`config.mk`:
```
export PLATFORM = sky130hd
export DESIGN_NAME = wrap_timer
export DESIGN_NICKNAME = d
export VERILOG_FILES = /design/src/rtl/wrap_timer_pkg.sv /design/src/rtl/wt_rst_sync.sv /design/src/rtl/wt_counter.sv /design/src/rtl/wt_status.sv /design/src/rtl/wrap_timer.sv
export SDC_FILE = /design/constraint.sdc
export NUM_CORES = 1
export LEC_CHECK = 0
export BUFFER_PORTS_ARGS = -buffer_cell sky130_fd_sc_hd__clkbuf_2
export CAP_MARGIN = 10
export CORE_AREA = 5 5 56 58
export DETAILED_ROUTE_END_ITERATION = 8
export DIE_AREA = 0 0 61 63
export PLACE_DENSITY = 0.74
export SETUP_SLACK_MARGIN = 0.5
export SKIP_LAST_GASP = 1
export SYNTH_ARGS = -nofsm -noshare
export SYNTH_HDL_FRONTEND = slang
export SYNTH_SLANG_ARGS = --single-unit
```
`constraint.sdc`:
```
create_clock -name clk -period 1 [get_ports clk]
set_input_delay 0.2 -clock clk [delete_from_list [all_inputs] [get_ports clk]]
set_output_delay 0.2 -clock clk [all_outputs]
set_load 0.005 [all_outputs]
```
`src/rtl/wrap_timer_pkg.sv`:
```
package wrap_timer_pkg;
  localparam int ADDR_W = 2;
  localparam logic [ADDR_W-1:0] A_LOAD = 2'd0;
  localparam logic [ADDR_W-1:0] A_CTRL = 2'd1;
  localparam logic [ADDR_W-1:0] A_STAT = 2'd2;
  localparam int CTRL_RUN_BIT = 0;
  localparam int CTRL_IEN_BIT = 1;
  localparam int STAT_CLR_BIT = 0;
endpackage

```
`src/rtl/wt_rst_sync.sv`:
```
module wt_rst_sync #(
  parameter int STAGES = 2
) (
  input  logic clk,
  input  logic rst_n,
  output logic srst_n
);
  logic [STAGES-1:0] sync_q;

  always_ff @(posedge clk or negedge rst_n) begin
    if (!rst_n) sync_q <= '0;
    else        sync_q <= {sync_q[STAGES-2:0], 1'b1};
  end

  assign srst_n = sync_q[STAGES-1];
endmodule

```
`src/rtl/wt_counter.sv`:
```
module wt_counter #(
  parameter int CNT_W = 16
) (
  input  logic             clk,
  input  logic             rst_n,
  input  logic             load_i,
  input  logic [CNT_W-1:0] load_val_i,
  input  logic             step_i,
  output logic [CNT_W-1:0] count_o,
  output logic             wrap_o
);
  logic [CNT_W-1:0] cnt_q, cnt_d;
  logic             cnt_en;

  // A load wins over a decrement; zero minus one rolls to all-ones.
  always_comb begin
    cnt_en = load_i | step_i;
    if (load_i) cnt_d = load_val_i;
    else        cnt_d = cnt_q - 1'b1;
  end

  always_ff @(posedge clk or negedge rst_n) begin
    if (!rst_n)      cnt_q <= '1;
    else if (cnt_en) cnt_q <= cnt_d;
  end

  assign wrap_o  = step_i & ~load_i & (cnt_q == '0);
  assign count_o = cnt_q;
endmodule

```
`src/rtl/wt_status.sv`:
```
module wt_status (
  input  logic clk,
  input  logic rst_n,
  input  logic set_i,
  input  logic clr_i,
  input  logic ien_i,
  output logic flag_o,
  output logic irq_o
);
  logic flag_q, flag_d, flag_en;

  // Set has priority over a host clear landing on the same edge.
  always_comb begin
    flag_en = set_i | clr_i;
    flag_d  = set_i;
  end

  always_ff @(posedge clk or negedge rst_n) begin
    if (!rst_n)       flag_q <= 1'b0;
    else if (flag_en) flag_q <= flag_d;
  end

  assign flag_o = flag_q;
  assign irq_o  = flag_q & ien_i;
endmodule

```
`src/rtl/wrap_timer.sv`:
```
module wrap_timer
  import wrap_timer_pkg::*;
#(
  parameter int CNT_W     = 16,
  parameter int RST_STAGE = 2
) (
  input  logic              clk,
  input  logic              rst_n,
  input  logic              tick_i,
  input  logic              wr_en_i,
  input  logic [ADDR_W-1:0] wr_addr_i,
  input  logic [CNT_W-1:0]  wr_data_i,
  output logic [CNT_W-1:0]  count_o,
  output logic              run_o,
  output logic              ien_o,
  output logic              status_o,
  output logic              irq_o
);
  logic rst_sync_n;
  logic wr_load, wr_ctrl, wr_clr;
  logic run_q, run_d, ien_q, ien_d;
  logic step, wrap;

  wt_rst_sync #(.STAGES(RST_STAGE)) u_rst (
    .clk   (clk),
    .rst_n (rst_n),
    .srst_n(rst_sync_n)
  );

  always_comb begin
    wr_load = wr_en_i & (wr_addr_i == A_LOAD);
    wr_ctrl = wr_en_i & (wr_addr_i == A_CTRL);
    wr_clr  = wr_en_i & (wr_addr_i == A_STAT) & wr_data_i[STAT_CLR_BIT];
    run_d   = wr_data_i[CTRL_RUN_BIT];
    ien_d   = wr_data_i[CTRL_IEN_BIT];
    step    = run_q & tick_i;
  end

  always_ff @(posedge clk or negedge rst_sync_n) begin
    if (!rst_sync_n) begin
      run_q <= 1'b0;
      ien_q <= 1'b0;
    end else if (wr_ctrl) begin
      run_q <= run_d;
      ien_q <= ien_d;
    end
  end

  wt_counter #(.CNT_W(CNT_W)) u_cnt (
    .clk       (clk),
    .rst_n     (rst_sync_n),
    .load_i    (wr_load),
    .load_val_i(wr_data_i),
    .step_i    (step),
    .count_o   (count_o),
    .wrap_o    (wrap)
  );

  wt_status u_stat (
    .clk   (clk),
    .rst_n (rst_sync_n),
    .set_i (wrap),
    .clr_i (wr_clr),
    .ien_i (ien_q),
    .flag_o(status_o),
    .irq_o (irq_o)
  );

  assign run_o = run_q;
  assign ien_o = ien_q;
endmodule

```
After elaboration in Yosys (flattened, before gate mapping)

Index checks and enable logic that the tools add are counted.

Add/sub/neg operators: 1
$mul: 0
Reductions and logical operators: 2
Bitwise gates (word level): 11
Equality and inequality tests: 2
Shift operators: 0
Order comparisons: 0
Multiplexer cells: 1
Divide/modulo/power cells: 0

Operators by type and width:

| operator                                             | count |
|---|---|
| zero test 16 bit                                     | 1 |
| two-way mux 16 bit                                   | 1 |
| subtractor 16 x 1 -> 16 bit (second input constant)  | 1 |
| AND 1 bit                                            | 8 |
| equality test 2 x 1 -> 1 bit (second input constant) | 1 |
| equality test 2 bit (second input constant)          | 1 |
| zero test 2 bit                                      | 1 |
| bitwise OR 1 bit                                     | 2 |
| inverter 1 bit                                       | 1 |

Memories kept: 0
Bits in read-only memories: 0
Bits of input ports: 22
Latch bits: 0
Output and inout bits: 20
Register bits: 21
RAM bits: 0

Logic depth before layout (Yosys ltp)

Depth after elaboration: 6
Gate-level depth with buffers: 6
Mapped depth without buffers: 6

Modules after synthesis

A second synthesis with hierarchy kept.

Cell total of the unflattened synthesis: 110
Area total of the unflattened synthesis: 1161.1 µm²

Modules (own cells, without submodules):

| module      | area an instance (µm²) | cells an instance | sequential area each (µm²) | instances |
|---|---|---|---|---|
| wt_counter  | 939.7                  | 95                | 420.4                      | 1 |
| wrap_timer  | 125.1                  | 8                 | 50.0                       | 1 |
| wt_rst_sync | 53.8                   | 3                 | 50.0                       | 1 |
| wt_status   | 42.5                   | 4                 | 25.0                       | 1 |

Worst setup path before layout

OpenSTA, ideal clock, no wires.

Kind: reg2reg
Start point: register u_cnt.cnt_q[4] (netlist: u_cnt.count_o[4])
End point: register u_cnt.cnt_q[14] (netlist: u_cnt.count_o[14])
Path buffers: 1
Slack: -1.046 ns
Setup time: 0.077 ns
Arrival: 1.969 ns
Period minus slack after synthesis: 2.046 ns
Required time: 0.923 ns
Cell stages (with the launch flop): 6
Cell sequence: dfstp_2 -> or4_1 -> buf_6 -> or3_4 -> or4_1 -> a31oi_1

Longest elaborated chain between the ends: 2

Ends and longest elaborated chain:

| element                     | line             | RTL |
|---|---|---|
| start: declaration          | wt_counter.sv:12 | `logic [CNT_W-1:0] cnt_q, cnt_d;` |
| start signal: assignment    | wt_counter.sv:24 | `else if (cnt_en) cnt_q <= cnt_d;` |
| subtractor 16 x 1 -> 16 bit | wt_counter.sv:19 | `else cnt_d = cnt_q - 1'b1;` |
| two-way mux 16 bit          | wt_counter.sv:18 | `if (load_i) cnt_d = load_val_i;` |

No other way between the ends.
A chain may end at the register's enable or synchronous reset.

Worst setup path in the final report

Start point: register u_cnt.cnt_q[6] (netlist: u_cnt.count_o[6])
End point: register u_cnt.cnt_q[14] (netlist: u_cnt.count_o[14])

Same word-level chain as after synthesis.

==> reports/metrics.yaml <==
sta:
  setup_viol: 39
  rsz0062_at_grt: "true"
  slew_viol_final: 0
  finalHoldViolations: 0
  fin_skew_ns: 0.00759
  clock.fmax_mhz: 527
  min_period_ns: 1.90
  fin_crit_sh_pct: 190
  holdWs_ns: 0.0450
  setup_slack_ns: -0.899
yosys:
  yosysTopAreaCell: "dfstp_2"
  synth_nets: 139
  synthTopCellsByArea: "dfstp_2 36%, dfrtp_1 11%, xnor2_1 7.6%"
  synthDominantCellAreaShare_pct: 36.4
  ys_warn_count: 0
  ys_seq_area_share_pct: 47.3
  synth-seq-cells: 21
  synth_cells: 116
  syn_avg_cell_area_um2: 9.94
  syn_area_um2: 1150
  ys_types: 39
finish:
  n_fill_cell: 148
  drive_above_1_share_pct: 70.5
  area_growth_pct: 86.2
  diodes: 0
  final_common_cell: "clkbuf_2"
  mostFrequentLayoutCells: "33 x clkbuf_2, 30 x buf_6, 30 x buf_4"
  final_nets: 234
run_status:
  status: "finished, violations left"
  violations: "setup timing"
pwr:
  ir_drop_v: 0.00165
  cellPowerDensity_nw_per_um2: 2030
  power_leakage_uw: 0.000945
  finalPower_uw: 4370
cts:
  numCtsBuffers: 3
  insertion_delay_ns: 0.32
  cts_tree: "done"
  clk_path_buf_depth: 2
  cts.sinks: 21
  cts.clk_slew.worst_paths_ns: 0.13
  clock-root-buffer: "clkbuf_4"
  h-tree-depth: 1
critical_path:
  r2r_slack_ns: -0.90
  crit_path_top_delay_cell: "or4_4"
  critPathMaxStageDelay_ns: 0.53
  endpoint_kind: "flip-flop"
  r2r_end: "u_cnt.count_o[14]"
  path_cells: "or4_4, or3_4, or4_1, a31oi_1"
  arrival_ns: 2.16
  crit_end: "u_cnt.count_o[14]"
  cp_max_fo: 2
  r2r_cells: 4
  r2r_start: "u_cnt.count_o[6]"
  timing.critical_path.from_type: "flip-flop"
  required_ns: 1.26
  startpoint: "u_cnt.count_o[6]"
  critPathKind: "flip-flop to flip-flop"
placement:
  dp_hpwl_um: 2450
  port_buffers: 41
  gp_congestion: 0.799
detailed_routing:
  drtIter0Drc: 61
  ant_nets: 0
  vias: 1251
  via_per_inst: 5.19
  drt_wl_total_um: 4000
  drc: 0
  wl_per_cell_um: 16.6
  dr.pass1.iters: 4
global_routing:
  grt_pass1_wl_um: 5710
  overflow: 0
  track_usage_pct: 19.4
  grt_max_degree: 20
  first_global_vias: 1203
  antenna_found_initial: 0
hold_path:
  hold_class: "input pin to flip-flop"
die:
  die_height_um: 63
  die_x_um: 61
  dieArea_um2: 3840
  start_util_pct: 44.1
  io_pins: 42
  core_um2: 2620
  rows: 19
run:
  maxCapViolCount: 0
-- report_power, final --
part | switching [µW] | total [µW] | internal (µW) | leakage, µW
combinational | 1070 | 2550 | 1480 | 0.000700
sequential | 180 | 1380 | 1200 | 0.000227
clock | 285 | 435 | 150 | 0.0000177
total | 1540 | 4370 | 2830 | 0.000945
-- worst max-delay path, delay by kind of cell, from the launching register on --
kind,cells,cell delay [ns]
AOI/OAI and AO/OA,1,0.16
DFF,1,0.39
and+or+nand+nor,3,1.28
-- kinds of logic (layout without fill, tap and decap cells) --
family	after synthesis	count (layout)	synth area share [%]
AO/OA/AOI/OAI	18	18	9.33
XOR/XNOR	10	10	7.59
adder cells (fa/ha/maj)	1	1	1.08
buffers and inverters	7	101	2.93
flip-flops	21	21	47.3
multiplexers	4	4	3.69
other	1	1	0.325
AND/OR/NAND/NOR	54	54	27.8
-- final cells by class --
cell class                 instances  area (µm²)  share of cell area (%)
clock buffer                       3        22.5                    1.05
clock inverter                     1        5.00                   0.233
inverter                           2        7.51                   0.349
multi-input combinational         88         766                    35.6
sequential                        21         551                    25.6
tap                               31        38.8                    1.81
timing repair buffer              95         758                    35.3
-- synth_stat cells, drive strengths merged --
cell / number
a211oi: 1
a21boi: 1
a21oi: 1
a22o: 1
a31oi: 2
and2: 3
and3b: 1
buf: 1
clkbuf: 4
conb: 1
dfrtp: 5
dfstp: 16
ha: 1
inv: 2
mux2: 2
mux2i: 2
nand2: 13
nand2b: 1
nand3: 4
nand3b: 1
nand4b: 2
nor2: 9
nor3: 4
nor3b: 1
nor4: 6
o21ai: 10
o31a: 1
o31ai: 1
or2: 2
or3: 2
or3b: 1
or4: 3
or4bb: 1
xnor2: 10
-- worst min-delay path by stage --
stage,start,to,slack [ns],depth (start not counted)
5_1_grt,wr_data_i[9],u_cnt.count_o[9],0.03,3
4_1_cts,wr_data_i[10],u_cnt.count_o[10],0.06,3
3_5_place_dp,rst_n,u_rst.sync_q[0],-0.01,1
6_report,wr_data_i[10],u_cnt.count_o[10],0.05,3
3_3_place_gp,rst_n,u_rst.sync_q[0],-0.01,1
2_1_floorplan,rst_n,u_rst.sync_q[0],-0.1,0
-- sequential cells by signal (all words and copies together), names as in the netlist --
signal         count
u_cnt.count_o     16
u_rst.sync_q       2
u_stat.flag_o      1
ien_o              1
run_o              1
-- routing by layer --
metal / track usage [%] / routed length (µm)
met5: 0 / 0
met4: 6.23 / 90
met3: 3.10 / 132
met2: 33.6 / 2160
met1: 23.7 / 1610
-- through the flow --
| stage | worst slack [ns] | std cells | setup TNS (ns) | utilization (%) | area (µm²) |
|---|---|---|---|---|---|
| floorplan | -1.03 | 116 | -8.31 | - | 1250 |
| global placement | -0.926 | 215 | -9.54 | 64.7 | 1690 |
| detailed placement | -0.974 | 215 | -9.87 | 64.7 | 1690 |
| CTS | -0.878 | 227 | -14.26 | 74.4 | 1940 |
| global route | -0.945 | 241 | -17.59 | 82.2 | 2150 |
| finish | -0.899 | 241 | -15.48 | 82.2 | 2150 |
-- timing repair --
item                       4_1_cts  5_1_grt
buffers inserted                 7       14
hold buffers                     1        0
pin swaps                       11        8
gates resized for setup         37       19
hold endpoints to repair         2        0
setup endpoints to repair       58       56
(Power assumes the default switching activity.)
